## config.mk

```make
export PLATFORM = sky130hd
export DESIGN_NAME = i2s_port
export DESIGN_NICKNAME = d
export VERILOG_FILES = /design/src/rtl/i2s_port_pkg.sv /design/src/rtl/i2s_sck_gen.sv /design/src/rtl/i2s_serdes.sv /design/src/rtl/i2s_regs.sv /design/src/rtl/i2s_port.sv
export SDC_FILE = /design/constraint.sdc
export NUM_CORES = 1
export LEC_CHECK = 0
export ABC_CLOCK_PERIOD_IN_PS = 2150
export BUFFER_PORTS_ARGS = -buffer_cell sky130_fd_sc_hd__buf_4
export CAP_MARGIN = 20
export CORE_MARGIN = 4
export CORE_UTILIZATION = 54
export CTS_CLUSTER_SIZE = 40
export DETAILED_ROUTE_END_ITERATION = 6
export PLACE_DENSITY = 0.72
export RECOVER_POWER = 25
export SYNTH_ARGS = -nofsm -noshare
export SYNTH_HDL_FRONTEND = slang
export SYNTH_SLANG_ARGS = --single-unit
```

## constraint.sdc

```tcl
create_clock -name clk -period 2.15 [get_ports clk]
set_input_delay 0.43 -clock clk [delete_from_list [all_inputs] [get_ports clk]]
set_output_delay 0.43 -clock clk [all_outputs]
set_load 0.03 [all_outputs]
```

## src/rtl/i2s_port_pkg.sv

```systemverilog
package i2s_port_pkg;
   typedef enum logic [1:0] {
      RA_DLO  = 2'd0,
      RA_DHI  = 2'd1,
      RA_STAT = 2'd2,
      RA_CNT  = 2'd3
   } reg_addr_e;

   localparam int ST_TXUNF = 7;
   localparam int ST_RXOVF = 6;
   localparam int ST_TXCH  = 5;
   localparam int ST_RXCH  = 4;
   localparam int ST_TXIRQ = 3;
   localparam int ST_RXIRQ = 2;
endpackage

```

## src/rtl/i2s_sck_gen.sv

```systemverilog
module i2s_sck_gen #(
   parameter int HALF_DIV = 4
) (
   input  logic clk,
   input  logic rst_n,
   output logic sck,
   output logic fall_evt,
   output logic rise_evt
);
   logic tog;

   if (HALF_DIV < 1) begin : g_bad_div
      $error("HALF_DIV must be at least 1");
   end

   if (HALF_DIV == 1) begin : g_fast
      assign tog = 1'b1;
   end else begin : g_cnt
      localparam int DW = $clog2(HALF_DIV);
      localparam logic [DW-1:0] LAST = DW'(HALF_DIV - 1);
      logic [DW-1:0] cnt;
      always_ff @(posedge clk) begin
         if (!rst_n)           cnt <= '0;
         else if (cnt == LAST) cnt <= '0;
         else                  cnt <= cnt + 1'b1;
      end
      assign tog = (cnt == LAST);
   end

   always_ff @(posedge clk) begin
      if (!rst_n)   sck <= 1'b1;
      else if (tog) sck <= ~sck;
   end

   assign fall_evt = tog & sck;
   assign rise_evt = tog & ~sck;
endmodule

```

## src/rtl/i2s_serdes.sv

```systemverilog
module i2s_serdes #(
   parameter int WORD_W = 16,
   parameter int CNT_W  = 10
) (
   input  logic              clk,
   input  logic              rst_n,
   input  logic              fall_evt,
   input  logic              rise_evt,
   input  logic [WORD_W-1:0] tx_word,
   input  logic              sd_i,
   output logic              ws,
   output logic              sd_o,
   output logic              load_evt,
   output logic              load_ch,
   output logic              rx_done,
   output logic [WORD_W-1:0] rx_word,
   output logic              rx_ch,
   output logic [CNT_W-1:0]  wcnt
);
   localparam int BW = $clog2(WORD_W);
   localparam int PW = BW + 1;

   if ((1 << BW) != WORD_W) begin : g_bad_w
      $error("WORD_W must be a power of two");
   end

   logic [PW-1:0]     pos, pos_nx;
   logic [WORD_W-1:0] tsh, rsh;

   assign pos_nx   = pos + 1'b1;
   assign ws       = pos_nx[PW-1];
   assign sd_o     = tsh[WORD_W-1];
   assign load_evt = fall_evt && (pos_nx[BW-1:0] == '0);
   assign load_ch  = pos_nx[PW-1];
   assign rx_done  = rise_evt && (pos[BW-1:0] == '1);
   assign rx_word  = {rsh[WORD_W-2:0], sd_i};
   assign rx_ch    = pos[PW-1];

   always_ff @(posedge clk) begin
      if (!rst_n) begin
         pos <= '1;
         tsh <= '0;
      end else if (fall_evt) begin
         pos <= pos_nx;
         if (pos_nx[BW-1:0] == '0) tsh <= tx_word;
         else                      tsh <= {tsh[WORD_W-2:0], 1'b0};
      end
   end

   always_ff @(posedge clk) begin
      if (!rst_n)        rsh <= '0;
      else if (rise_evt) rsh <= rx_word;
   end

   always_ff @(posedge clk) begin
      if (!rst_n)       wcnt <= '0;
      else if (rx_done) wcnt <= wcnt + 1'b1;
   end

   a_r2_ws_on_fall : assert property (@(posedge clk) disable iff (!rst_n)
      !fall_evt |=> $stable(ws));
   a_r9_cnt_hold : assert property (@(posedge clk) disable iff (!rst_n)
      !rx_done |=> $stable(wcnt));
endmodule

```

## src/rtl/i2s_regs.sv

```systemverilog
module i2s_regs
   import i2s_port_pkg::*;
#(
   parameter int WORD_W = 16,
   parameter int CNT_W  = 10
) (
   input  logic              clk,
   input  logic              rst_n,
   input  logic [1:0]        addr,
   input  logic              wr,
   input  logic              rd,
   input  logic [7:0]        wdata,
   output logic [7:0]        rdata,
   input  logic              load_evt,
   input  logic              load_ch,
   input  logic              rx_done,
   input  logic [WORD_W-1:0] rx_word,
   input  logic              rx_ch,
   input  logic [CNT_W-1:0]  wcnt,
   input  logic              trig,
   output logic [WORD_W-1:0] tx_word
);
   if (WORD_W != 16) begin : g_bad_w
      $error("byte-pair data registers need WORD_W of 16");
   end
   if (CNT_W != 10) begin : g_bad_cnt
      $error("status/count split needs CNT_W of 10");
   end

   logic              wr_lo, wr_hi, wr_st, rd_hi;
   logic [7:0]        tx_stage, rx_lo_hold;
   logic [WORD_W-1:0] tx_buf, rx_buf;
   logic              tx_full, rx_full, tx_ch_need, rx_ch_hold;
   logic              tx_irq, rx_irq, tx_unf, rx_ovf;
   logic [CNT_W-1:0]  snap;

   assign wr_lo = wr && (addr == RA_DLO);
   assign wr_hi = wr && (addr == RA_DHI);
   assign wr_st = wr && (addr == RA_STAT);
   assign rd_hi = rd && (addr == RA_DHI);

   assign tx_word = tx_full ? tx_buf : '0;

   always_ff @(posedge clk) begin
      if (!rst_n) begin
         tx_stage   <= '0;
         tx_buf     <= '0;
         tx_full    <= 1'b0;
         tx_ch_need <= 1'b0;
      end else begin
         if (wr_lo) tx_stage <= wdata;
         if (wr_hi) tx_buf <= {wdata, tx_stage};
         if (wr_hi)         tx_full <= 1'b1;
         else if (load_evt) tx_full <= 1'b0;
         if (load_evt) tx_ch_need <= ~load_ch;
      end
   end

   always_ff @(posedge clk) begin
      if (!rst_n) begin
         rx_buf     <= '0;
         rx_full    <= 1'b0;
         rx_ch_hold <= 1'b0;
         rx_lo_hold <= '0;
      end else begin
         if (rx_done) begin
            rx_buf     <= rx_word;
            rx_full    <= 1'b1;
            rx_ch_hold <= rx_ch;
         end else if (rd_hi) begin
            rx_full <= 1'b0;
         end
         if (rd_hi) rx_lo_hold <= rx_buf[7:0];
      end
   end

   always_ff @(posedge clk) begin
      if (!rst_n) begin
         tx_irq <= 1'b0;
         rx_irq <= 1'b0;
         tx_unf <= 1'b0;
         rx_ovf <= 1'b0;
      end else begin
         if (load_evt)   tx_irq <= 1'b1;
         else if (wr_hi) tx_irq <= 1'b0;
         else if (wr_st) tx_irq <= wdata[ST_TXIRQ];

         if (rx_done)    rx_irq <= 1'b1;
         else if (rd_hi) rx_irq <= 1'b0;
         else if (wr_st) rx_irq <= wdata[ST_RXIRQ];

         if (load_evt && !tx_full) tx_unf <= 1'b1;
         else if (wr_st)           tx_unf <= wdata[ST_TXUNF];

         if (rx_done && rx_full) rx_ovf <= 1'b1;
         else if (wr_st)         rx_ovf <= wdata[ST_RXOVF];
      end
   end

   always_ff @(posedge clk) begin
      if (!rst_n)    snap <= '0;
      else if (trig) snap <= wcnt;
   end

   always_comb begin
      unique case (addr)
         RA_DLO:  rdata = rx_lo_hold;
         RA_DHI:  rdata = rx_buf[15:8];
         RA_STAT: rdata = {tx_unf, rx_ovf, tx_ch_need, rx_ch_hold,
                           tx_irq, rx_irq, snap[9:8]};
         default: rdata = snap[7:0];
      endcase
   end

   a_r3_txirq_on_load : assert property (@(posedge clk) disable iff (!rst_n)
      load_evt |=> tx_irq);
   a_r6_rxirq_on_word : assert property (@(posedge clk) disable iff (!rst_n)
      rx_done |=> rx_irq);
   a_r6_rxirq_clear : assert property (@(posedge clk) disable iff (!rst_n)
      (rd_hi && !rx_done) |=> !rx_irq);
   a_r8_ovf_on_unread : assert property (@(posedge clk) disable iff (!rst_n)
      (rx_done && rx_full) |=> rx_ovf);
   a_r5_unf_sticky : assert property (@(posedge clk) disable iff (!rst_n)
      (tx_unf && !wr_st) |=> tx_unf);
   a_r10_one_strobe : assert property (@(posedge clk) disable iff (!rst_n)
      !(wr && rd));
endmodule

```

## src/rtl/i2s_port.sv

```systemverilog
module i2s_port #(
   parameter int HALF_DIV = 4,
   parameter int WORD_W   = 16,
   parameter int CNT_W    = 10
) (
   input  logic       clk,
   input  logic       rst_n,
   input  logic [1:0] reg_addr,
   input  logic       reg_wr,
   input  logic       reg_rd,
   input  logic [7:0] reg_wdata,
   output logic [7:0] reg_rdata,
   input  logic       snap_trig,
   output logic       sck_o,
   output logic       ws_o,
   output logic       sd_o,
   input  logic       sd_i
);
   logic              fall_evt, rise_evt, load_evt, load_ch, rx_done, rx_ch;
   logic [WORD_W-1:0] tx_word, rx_word;
   logic [CNT_W-1:0]  wcnt;

   i2s_sck_gen #(.HALF_DIV(HALF_DIV)) u_sck (
      .clk(clk), .rst_n(rst_n), .sck(sck_o),
      .fall_evt(fall_evt), .rise_evt(rise_evt)
   );

   i2s_serdes #(.WORD_W(WORD_W), .CNT_W(CNT_W)) u_serdes (
      .clk(clk), .rst_n(rst_n), .fall_evt(fall_evt), .rise_evt(rise_evt),
      .tx_word(tx_word), .sd_i(sd_i), .ws(ws_o), .sd_o(sd_o),
      .load_evt(load_evt), .load_ch(load_ch), .rx_done(rx_done),
      .rx_word(rx_word), .rx_ch(rx_ch), .wcnt(wcnt)
   );

   i2s_regs #(.WORD_W(WORD_W), .CNT_W(CNT_W)) u_regs (
      .clk(clk), .rst_n(rst_n), .addr(reg_addr), .wr(reg_wr), .rd(reg_rd),
      .wdata(reg_wdata), .rdata(reg_rdata), .load_evt(load_evt),
      .load_ch(load_ch), .rx_done(rx_done), .rx_word(rx_word), .rx_ch(rx_ch),
      .wcnt(wcnt), .trig(snap_trig), .tx_word(tx_word)
   );
endmodule

```

After elaboration in Yosys (flattened, before gate mapping) --
Index checks and enable logic that the tools add are counted. W data, S select, Z words.
Word-level totals: memories kept 0, bits in registers 115, logic and storage cells 66, ROM bits 0, input port bits 16, memory bits (writable) 0, latch bits 0
Operators by class: multipliers 0, shifts and indexed selects 0, reduce and logical (&&, ||, !) cells 18, eq/ne operators 4, bitwise gates (word level) 5, div/mod/pow operators 0, magnitude comparators 0, mux-type cells 17, add/subtract/negate cells 3
Operator list (number):
- $mux W16 | 2
- $pmux W8 S3 | 1
- $mux W1 | 14
- $add A10 B1 Y10 const B | 1
- $logic_and A1 B1 Y1 | 8
- $reduce_bool A2 Y1 | 4
- $reduce_bool A3 Y1 | 2
- $add A5 B1 Y5 const B | 1
- $eq A2 B2 Y1 const B | 2
- $eq A4 B4 Y1 const B | 1
- $logic_not A4 Y1 | 1
- $not A1 Y1 | 3
- $add A2 B1 Y2 const B | 1
- $and A1 B1 Y1 | 2
- $eq A2 B1 Y1 const B | 1
- $logic_not A2 Y1 | 1
- $reduce_or A2 Y1 | 1
- $logic_not A1 Y1 | 1

Depth between registers and ports, before layout --
Gate-level depths: netlist of the first run.
word-level depth 5, gate-level depth with buffers 8

Modules after synthesis --
A second synthesis of the first run with hierarchy kept.
Unflattened totals: cells, all modules 523, area total of the unflattened synthesis 5044.8 µm²
By module, submodules not included:
- i2s_regs | times used 1, area an instance 2805.2 µm², seq. area each 1321.3 µm², cells an instance 268
- i2s_serdes | times used 1, area an instance 2122.0 µm², seq. area each 920.9 µm², cells an instance 245
- i2s_sck_gen | times used 1, area an instance 117.6 µm², seq. area each 60.1 µm², cells an instance 10

Worst setup path before layout of the first run --
Ideal clock, no wire load.
path kind register to output, start point register u_serdes.pos[0], end point output ws_o, cell stages (with the launch flop) 4, path buffers 0, path slack 364 ps, data arrival time 1356 ps, cells stage by stage dfxtp_1 > ha_1 > nand3_1 > xnor2_1
Between the ends: cells in the longest elaborated chain, start to end 1
Ends and longest elaborated chain:
- start: declaration | RTL line i2s_serdes.sv:27 | logic [PW-1:0] pos, pos_nx;
- start signal: assignment | RTL line i2s_serdes.sv:44 | pos <= pos_nx;
- $add A5 B1 Y5 | RTL line i2s_serdes.sv:30 | assign pos_nx = pos + 1'b1;
- end: declaration | RTL line i2s_port.sv:15 | output logic ws_o,
Every way passes these cells.

Final worst setup path of the first run --
Ends and elaborated chain as after synthesis.

==> results of run 1 <==
## final cells by class
class	count	area, sq um
clock inverter	9	176.4
tap	105	131.4
sequential	115	2305
inverter	5	18.77
timing repair buffer	39	286.5
fill	651	2729
multi-input combinational	377	2148
clock buffer	22	462.9
## registers in the layout (all words and copies together), names as in the netlist, 2 cells and up
signal / cells
u_serdes.rsh: 15
u_regs.rx_lo_hold: 8
u_serdes.pos: 5
u_regs.tx_buf: 16
u_regs.tx_stage: 8
u_serdes.tsh: 16
u_regs.rx_buf: 16
u_regs.snap: 10
u_sck.g_cnt.cnt: 2
u_serdes.wcnt: 10
## final timing paths
| path | to | slack, ps | cells after the start |
|---|---|---|---|
| setup / recovery | ws_o | 100 | 4 |
| hold / removal | u_regs.tx_stage[4] | 170 | 3 |
| setup reg to reg | u_regs.rx_buf[12] | 300 | 5 |
| hold reg to reg | u_serdes.tsh[9] | 440 | 2 |
## layer usage
layer | GRT usage | wire (um) | vias to the layer above
met3 | 0.06185 | 798 | 24
met2 | 0.3262 | 4741 | 139
li1 | - | - | 1866
met5 | 0 | 0 | -
met4 | 0.08808 | 237 | 0
met1 | 0.3113 | 4925 | 1833
## critical path, cell delays in order, from the launching register on
cell	delay, ps
dfxtp_2	400
ha_4	190
nand3_4	120
xnor2_2	210
buf_4	190
## cells in the final DEF, fill, tap and decap left out, drive strengths merged, types with 2 or more instances in the layout
master | Yosys | final
nor2b | 2 | 2
mux2i | 20 | 20
xnor2 | 10 | 10
inv | 5 | 5
nor2 | 32 | 32
nand2b | 3 | 3
clkbuf | 26 | 24
a31oi | 16 | 16
nand4 | 4 | 4
a21oi | 81 | 81
bufinv | 0 | 5
dfxtp | 115 | 115
clkinv | 0 | 3
nand2 | 136 | 136
a31o | 2 | 2
buf | 13 | 37
xor2 | 2 | 2
nand3 | 14 | 14
and2 | 2 | 2
nand3b | 3 | 3
nor4 | 4 | 4
o21ai | 18 | 18
nor3b | 2 | 2
mux4 | 8 | 8
nor3 | 5 | 5
or3 | 2 | 2
ha | 4 | 4
## stage by stage
| stage | total power (uW) | util | hold WS, ps | worst slack [ps] | instances |
|---|---|---|---|---|---|
| after global placement | 2707 | 0.5902 | 407.1 | 264.9 | 641 |
| after CTS | 5730 | 0.6697 | 163.7 | 14.91 | 672 |
| after detailed placement | 2717 | 0.5902 | 439.8 | 225.3 | 641 |
| after floorplan | 2588 | - | 397.7 | 364.0 | 536 |
| after global routing | 5892 | 0.6695 | 167.9 | 38.57 | 672 |
| final | 5719 | 0.6695 | 171.7 | 96.06 | 672 |
## power by group through the flow
| stage | Sequential [uW] | Combinational, uW | Clock [uW] |
|---|---|---|---|
| after floorplan | 2260 | 329 | 0 |
| after global placement | 2270 | 439 | 0 |
| after detailed placement | 2270 | 447 | 0 |
| after CTS | 2230 | 462 | 3040 |
| after global routing | 2240 | 509 | 3150 |
| final | 2230 | 466 | 3020 |
## logic make-up (layout without fill, tap and decap cells)
logic type / after synthesis / in the layout / synth area share
AOI/OAI and AO/OA: 121 / 121 / 0.1418
muxes: 29 / 29 / 0.08503
xor gates and xnor gates: 12 / 12 / 0.02282
buffers and inverters: 44 / 75 / 0.04075
adders and majority gates: 4 / 4 / 0.01087
and+or+nand+nor: 211 / 211 / 0.1989
DFF: 115 / 115 / 0.4999
## what timing repair did
action | 4_1_cts | 5_1_grt
resized for setup | 5 | 2
setup endpoints to repair | 1 | 1
pin swaps | 0 | 1
==> metrics.yaml, run 1 <==
power_and_ir_drop:
  intPower_uw: 4437
  power.switching_uw: 1282
  vdd_ir_drop_max_mv: 0.5645
  power_frac_clock: 0.528
  p_seq_frac: 0.390
  p_leak_uw: 0.001993
  switching_share: 0.2241
  p_comb_frac: 0.082
  power_density_nw_per_um2: 1034
setup_path:
  path_max_fanout: 6
  cp_data_arrival_time_ps: 1620
  start_kind: "register"
  crit_path_start: "u_serdes.pos[0]"
  critPathRequiredTime_ps: 1720
  end_kind: "primary output"
  timing.rr.start: "u_sck.g_cnt.cnt[0]"
  path_class: "reg2out"
cells_and_area:
  final_cell_area_sq_um: 5529
  drive_gt1_frac: 0.1552
  diodes: 0
  area_growth_pct: 20.05
  layout.nets: 575
die:
  die_h_um: 100.4
  io_pins: 27
  die_w_um: 100.4
  core_sq_um: 8258
  start_util: 0.5577
  dieArea_sq_um: 10070
  row_count: 33
synthesis:
  synth-async-reset-ratio: 0
  synth_area_sq_um: 4606
  yosysSeqAreaShare: 0.4999
  ys_top_cells_by_area: "dfxtp_1 50%, nand2_1 11%, a21oi_1 8.8%, mux2i_1 4.3%, mux4_2 3.9%"
  yosysWarnings: 0
  synthTopCellsByCount: "136 x nand2_1, 115 x dfxtp_1, 81 x a21oi_1, 32 x nor2_1, 26 x clkbuf_1"
  avgSynthCellArea_sq_um: 8.593
  yosysTopAreaCell: "dfxtp_1"
  synth-edff-count: 0
  syn-instance-count: 536
  synth_flop_cell: "dfxtp_1"
  synth.net_count: 556
  yosysMostFrequentCell: "nand2_1"
  synth_seq_cells: 115
  netlist.area_leader.share: 0.4999
  yosys.cell_types.count: 37
clock_tree:
  cts_setup_buffers: 0
  htreeDepth: 4
  cts_buffers: 17
  clockBufferDepth: 2
  ctsRootBufferMaster: "clkbuf_8"
  hold_buffers: 0
  cts.sinks: 115
  clk_pin_slew_ps: 50
  worstSkewPairLatency_ps: 510
  cts_tree: "built"
hold_path:
  hold_path_class: "in2reg"
  hp-start: "reg_wdata[4]"
global_routing:
  grt_usage: 0.2225
  antenna_found_initial: 0
  grt_pass1_wl_um: 17420
  grt-ovfl-total: 0
  grt_pass1_vias: 3499
  grt_max_degree: 50
route:
  drc_errors: 0
  drt-wirelength-per-cell_um: 15.93
  wirelength_um: 10700
  vias: 3862
  vias_per_cell: 5.747
  dr.pass1.iters: 6
  ant_nets: 0
  drt_iter0_drc: 326
place:
  hpwl_um: 6851
  place.gp.congestion: 0.7795
  portBuffers: 26
  placed_area_sq_um: 4873
timing:
  fin_crit_ps: 2054
  relSlewSlack: 0.3657
  tightest_slew_ps: 951.5
  drv_slew: 0
  fin_setup_tns_ps: 0
  fmax_mhz: 486.9
  skew_ps: 6.868
  hold_viol: 0
  setup_violations: 0
  finalCritPeriodShare: 0.9553
  rsz0062_at_grt: "false"
run:
  max-cap-violations: 0
outcome:
  status: "finished clean"
(Power assumes the default switching activity.)
==> run 2, diff against run 1 <==
- ABC_CLOCK_PERIOD_IN_PS: 2150 -> 2500
- clock period: 2.15 -> 2.5 ns (I/O delays scaled with it)
==> run 2 against run 1 <==
Die area unchanged. Count of clock-buffer cells in the layout down 4. Utilization shrank 1.3 points. First-iteration DRC count shrank 13%. Via count shrank 1.8%. Wire length down 3.6%. Design area is 2.0% lower. Setup slack improved by 100 ps. Critical endpoint unchanged. Highest routed layer unchanged.
==> metrics.yaml, run 2 (same netlist as run 1, synthesis figures left out) <==
global_routing:
  grt_pass1_vias: 3487  # -0.34%
  grt_pass1_wl_um: 17280  # -0.75%
  grt_usage: 0.2170  # -0.005541
  grt-ovfl-total: 0  # unchanged
  grt_max_degree: 43  # -14%
  antenna_found_initial: 0  # unchanged
clock_tree:
  cts.repair.resized: 0  # -5
  clk_pin_slew_ps: 60  # about the same
  cts.sinks: 115  # unchanged
  worstSkewPairLatency_ps: 510  # about the same
  cts_setup_buffers: 0  # unchanged
  cts_buffers: 17  # unchanged
  htreeDepth: 4  # unchanged
  ctsRootBufferMaster: "clkbuf_8"
  hold_buffers: 0  # unchanged
  clockBufferDepth: 2  # unchanged
  cts_tree: "built"
power_and_ir_drop:
  intPower_uw: 3433  # -23%
  p_seq_frac: 0.416  # +0.026
  power_frac_clock: 0.502  # -0.026
  vdd_ir_drop_max_mv: 0.5337  # -5.5%
  total_power_uw: 4602  # -20%
  p_comb_frac: 0.082  # about the same
  switching_share: 0.2539  # +0.02977
  power_density_nw_per_um2: 849.2  # -18%
  p_leak_uw: 0.001935  # -3.0%
  power.switching_uw: 1168  # -8.8%
cells_and_area:
  final_cells: 672  # unchanged
  final_cell_mix: "136 x nand2_1, 115 x dfxtp_1, 81 x a21oi_1, 35 x buf_4, 32 x nor2_1"
  num-fill-cells: 701  # +7.7%
  drive_gt1_frac: 0.1481  # -0.007055
  largestRegisters: "u_regs.rx_buf: 16 flops, u_regs.tx_buf: 16 flops, u_serdes.tsh: 16 flops"
  area_growth_pct: 17.66
  final_cell_area_sq_um: 5419  # -2.0%
  diodes: 0  # unchanged
  mostFrequentLayoutCell: "nand2_1"
  layout.nets: 574  # -0.17%
die:
  core_sq_um: 8258  # unchanged
  die_w_um: 100.4  # unchanged
  row_count: 33  # unchanged
  io_pins: 27  # unchanged
  die_h_um: 100.4  # unchanged
  start_util: 0.5577  # unchanged
  dieArea_sq_um: 10070  # unchanged
timing:
  fmax_mhz: 434.0
  skew_ps: 9.806  # +2.938 ps
  fin_crit_ps: 2304
  fin_setup_tns_ps: 0  # unchanged
  relSlewSlack: 0.3464  # -0.01932
  rsz0062_at_grt: "false"
  setup_violations: 0  # unchanged
  tightest_slew_ps: 979.4  # +27.90 ps
  drv_slew: 0  # unchanged
  fin_hold_ws_ps: 236.8  # +65.10 ps
  finalCritPeriodShare: 0.9217
  hold_viol: 0  # unchanged
place:
  placed_area_sq_um: 4866  # -0.15%
  dp_cells: 640  # -0.16%
  hpwl_um: 6743  # -1.6%
  place.gp.congestion: 0.7863  # +0.87%
  portBuffers: 26  # unchanged
route:
  vias_per_cell: 5.644  # -1.8%
  drc_errors: 0  # unchanged
  wirelength_um: 10310  # -3.6%
  ant_nets: 0  # unchanged
  vias: 3793  # -1.8%
  dr.pass1.iters: 5  # -1
  drt_iter0_drc: 282  # -13%
  drt-wirelength-per-cell_um: 15.35  # -3.6%
hold_path:
  whs_endpoint: "u_regs.tx_stage[5]"
  hp-start: "reg_wdata[5]"
  holdPathStages: 3  # unchanged
  hold_path_class: "in2reg"
setup_path:
  start_kind: "register"
  r2r_setup_slack_ps: 490  # +190 ps
  r2r_cells: 6  # +1
  timing.rr.start: "u_serdes.pos[0]"
  path_class: "reg2out"
  path_max_fanout: 6  # unchanged
  end_kind: "primary output"
  r2r_end: "u_regs.rx_buf[13]"
  cp_data_arrival_time_ps: 1800  # +180 ps
  critPathRequiredTime_ps: 2000  # +280 ps
run:
  max-cap-violations: 0  # unchanged
outcome:
  status: "finished clean"
[run 2: power by group through the flow]
| stage | Sequential (uW) | Clock [uW] | Combinational [uW] |
|---|---|---|---|
| 6_report | 1910 | 2310 | 377 |
| 5_1_grt | 1920 | 2420 | 414 |
| 4_1_cts | 1910 | 2330 | 379 |
| 3_5_place_dp | 1950 | 0 | 376 |
| 3_3_place_gp | 1950 | 0 | 371 |
| 2_1_floorplan | 1940 | 0 | 283 |
[run 2: how the worst max path moves through the flow]
| stage | from | endpoint | slack, ps | cells past startpoint |
|---|---|---|---|---|
| after floorplan | reg_addr[0] | reg_rdata[0] | 620 | 2 |
| after global placement | reg_addr[0] | reg_rdata[3] | 560 | 3 |
| after detailed placement | u_serdes.pos[0] | u_regs.rx_buf[13] | 520 | 6 |
| after CTS | u_serdes.pos[0] | ws_o | 190 | 4 |
| after global routing | rst_n | u_regs.tx_buf[13] | 90 | 4 |
| final | u_serdes.pos[0] | ws_o | 200 | 4 |
[run 2: worst max-delay path, cell delays in order (launching register included)]
cell,delay [ps]
dfxtp_1,430
ha_1,260
nand3_1,140
xnor2_1,250
buf_4,210
[run 2: layer usage]
metal	vias up	wire (um)	global-route usage	share of wire
met1	1815	4897	0.3161	0.47
met2	108	4625	0.3119	0.45
li1	1863	-	-	-
met5	-	0	0	0
met4	0	67	0.05492	0.0065
met3	7	722	0.06880	0.070
[run 2: area by class of cell]
class | count | area [sq um] | area share
flip-flops and latches | 115 | 2302 | 0.4248
multi-input cells | 377 | 2116 | 0.3904
clock buffers | 18 | 417.9 | 0.07712
repair buffers | 38 | 279.0 | 0.05149
clock inverters | 14 | 153.9 | 0.02840
well taps | 105 | 131.4 | 0.02424
inverters | 5 | 18.77 | 0.003463
[run 2: through the flow]
| step | utilization | worst slack, ps |
|---|---|---|
| floorplan | - | 615.5 |
| global placement | 0.5892 | 555.5 |
| detailed placement | 0.5892 | 523.7 |
| CTS | 0.6585 | 185.5 |
| global route | 0.6562 | 88.09 |
| finish | 0.6562 | 195.7 |
==> run 3, diff against run 2 <==
- ABC_AREA: default -> 1
- CTS_BUF_LIST: default -> sky130_fd_sc_hd__clkbuf_2
==> run 3 against run 2 <==
The flow now finishes with violations (max-capacitance violations, max-slew violations). Count of clock-buffer cells in the layout grew 1. Largest cell class unchanged. Fmax down 1.1%. Highest routed layer unchanged. Wire length rose by 6.6%.
==> metrics.yaml, run 3 <==
outcome:
  status: "complete, but fails checks"
  violations: "max-capacitance violations, max-slew violations"
die:
  io_pins: 27  # unchanged
  core_sq_um: 8763  # +6.1%
  dieArea_sq_um: 10590  # +5.2%
  start_util: 0.5551  # -0.002616
  die_w_um: 102.9  # +2.6%
  die_h_um: 102.9  # +2.6%
  row_count: 34  # +3.0%
timing:
  fin_setup_tns_ps: 0  # unchanged
  relSlewSlack: -0.2914  # -0.6378
  skew_ps: 28.27  # +18.47 ps
  rsz0062_at_grt: "false"
  hold_viol: 0  # unchanged
  tightest_slew_ps: 1937  # +957.7 ps
  fin_crit_ps: 2330  # +25.90 ps
  setup_violations: 0  # unchanged
  fmax_mhz: 429.2  # -1.1%
  finalCritPeriodShare: 0.9321  # +0.01036
  drv_slew: 53  # +53
setup_path:
  cp_data_arrival_time_ps: 1830  # +30 ps
  path_max_fanout: 6  # unchanged
  start_kind: "register"
  critPathRequiredTime_ps: 2000  # about the same
  slowest_stage: "dfxtp_4"
  path_class: "reg2out"
  crit_buf_inv: 1  # unchanged
  slowest_delay_ps: 400  # -30 ps
  end_kind: "primary output"
  crit_family: "flip-flops"
  crit_chain: "ha_2, nand3_4, xnor2_4, buf_4"
synthesis:
  netlist.area_leader.share: 0.4733  # -0.02661
  synthTopCellsByCount: "178 x nand2_1, 115 x dfxtp_1, 109 x nor2_1, 67 x a21oi_1, 49 x o21ai_0"
  syn-instance-count: 680  # +27%
  yosys.cell_types.count: 30  # -19%
  yosysMostFrequentCell: "nand2_1"
  synth_seq_cells: 115  # unchanged
  synth-async-reset-ratio: 0  # unchanged
  synth-edff-count: 0  # unchanged
  synth_flop_cell: "dfxtp_1"
  synth_area_sq_um: 4865  # +5.6%
  ys_top_cells_by_area: "dfxtp_1 47%, nand2_1 14%, nor2_1 8.4%, a21oi_1 6.9%, o21ai_0 5.0%"
  yosysSeqAreaShare: 0.4733  # -0.02661
  yosysWarnings: 0  # unchanged
  synth.net_count: 700  # +26%
  yosysTopAreaCell: "dfxtp_1"
  avgSynthCellArea_sq_um: 7.154  # -17%
place:
  hpwl_um: 7216  # +7.0%
  portBuffers: 26  # unchanged
  dp_cells: 786  # +23%
  placed_area_sq_um: 5060  # +4.0%
  place.gp.congestion: 0.8066  # +2.6%
cells_and_area:
  utilization: 0.6182  # -0.03799
  drive_gt1_frac: 0.1294  # -0.01875
  largestRegisters: "u_regs.rx_buf: 16 flops, u_regs.tx_buf: 16 flops, u_serdes.tsh: 16 flops"
  area_growth_pct: 11.37
  final_cell_mix: "178 x nand2_1, 113 x dfxtp_1, 108 x nor2_1, 67 x a21oi_1, 49 x o21ai_0"
  layout.nets: 718  # +25%
  mostFrequentLayoutCell: "nand2_1"
  final_cell_area_sq_um: 5418  # about the same
  final_cells: 819  # +22%
  diodes: 0  # unchanged
route:
  drt-wirelength-per-cell_um: 13.43  # -13%
  vias_per_cell: 5.319  # -5.8%
  drc_errors: 0  # unchanged
  vias: 4356  # +15%
  wirelength_um: 11000  # +6.6%
  drt_iter0_drc: 219  # -22%
  dr.pass1.iters: 5  # unchanged
  ant_nets: 0  # unchanged
global_routing:
  grt_pass1_vias: 4098  # +18%
  grt_max_degree: 64  # +49%
  grt_usage: 0.2250  # +0.007995
  grt_pass1_wl_um: 18750  # +8.5%
  grt-ovfl-total: 0  # unchanged
  antenna_found_initial: 0  # unchanged
power_and_ir_drop:
  p_leak_uw: 0.002098  # +8.5%
  vdd_ir_drop_max_mv: 0.4212  # -21%
  power_density_nw_per_um2: 716.0  # -16%
  total_power_uw: 3879  # -16%
run:
  max-cap-violations: 1  # +1
clock_tree:
  hold_buffers: 0  # unchanged
  cts_tree: "built"
  cts_buffers: 17  # unchanged
  cts.sinks: 115  # unchanged
  worstSkewPairLatency_ps: 650  # +140 ps
  htreeDepth: 4  # unchanged
  ctsRootBufferMaster: "clkbuf_2"
  clk_pin_slew_ps: 190  # +130 ps
  clockBufferDepth: 2  # unchanged
hold_path:
  hold_path_class: "in2reg"
## run 3: cell types whose count changed after synthesis, moves of 8 or more
cell      before  now
nand3_1       14   28
a21oi_1       81   67
clkbuf_1      26   14
xnor2_1       10    1
nor2_2         0    9
inv_1          5   47
o21ai_0       17   49
nand2_1      136  178
mux2i_1       20    0
mux4_2         8    0
nor2_1        32  109
a31oi_1       15    1
## run 3: path summary, 6_finish.rpt
path                      startpoint  slack [ps]                  to  cells after the start
setup / recovery     u_serdes.pos[0]         170                ws_o                      4
hold / removal          reg_wdata[5]          90  u_regs.tx_stage[5]                      3
setup reg to reg  u_sck.g_cnt.cnt[0]         660   u_regs.rx_ch_hold                      6
hold reg to reg   u_sck.g_cnt.cnt[0]         450  u_sck.g_cnt.cnt[0]                      1
## run 3: logic make-up after synthesis
kind of cell | synth area share
simple gates | 0.2971
compound gates | 0.1368
flops | 0.4733
buf+inv | 0.08076
fa+ha+maj | 0.01029
xor+xnor | 0.001801
## run 3: per-stage QoR
step	hold WS [ps]	worst slack [ps]
5_1_grt	53.14	37.13
3_3_place_gp	413.3	432.0
4_1_cts	40.50	6.037
2_1_floorplan	404.3	583.6
3_5_place_dp	422.0	379.5
6_report	90.20	169.8
## run 3: layer usage
| layer | wire length [um] | track usage | vias up |
|---|---|---|---|
| met4 | 158 | 0.07171 | 0 |
| met5 | 0 | 0 | - |
| met3 | 501 | 0.05751 | 15 |
| met1 | 4914 | 0.2743 | 2030 |
| met2 | 5423 | 0.3888 | 102 |
| li1 | - | - | 2209 |
## run 3: what timing repair did
action / in CTS / in global routing
gates resized for setup: 3 / 5
endpoints found under the hold margin: 0 / 0
setup endpoints to repair: 1 / 1
setup buffers: 0 / 1
pin swaps: 0 / 1
## run 3: report_power, final
group	leakage (uW)	internal [uW]	total, uW	switching [uW]
clock network	0.000183	868	1590	719
logic	0.000984	128	379	252
registers	0.000932	1880	1910	33.9
## run 3: final cells by class
type	instances	area [sq um]
fillers	848	3346
flip-flops and latches	115	2310
multi-input cells	476	2201
repair buffers	34	244.0
clock inverters	13	230.2
inverters	54	202.7
well taps	108	135.1
clock buffers	19	95.09
## run 3: worst register-to-register path: stages, from the launching register on
cell     delay, ps
dfxtp_1        380
ha_1           230
nand2_2        260
nor2_4         320
inv_2          240
o21ai_0        220
a21oi_1         70
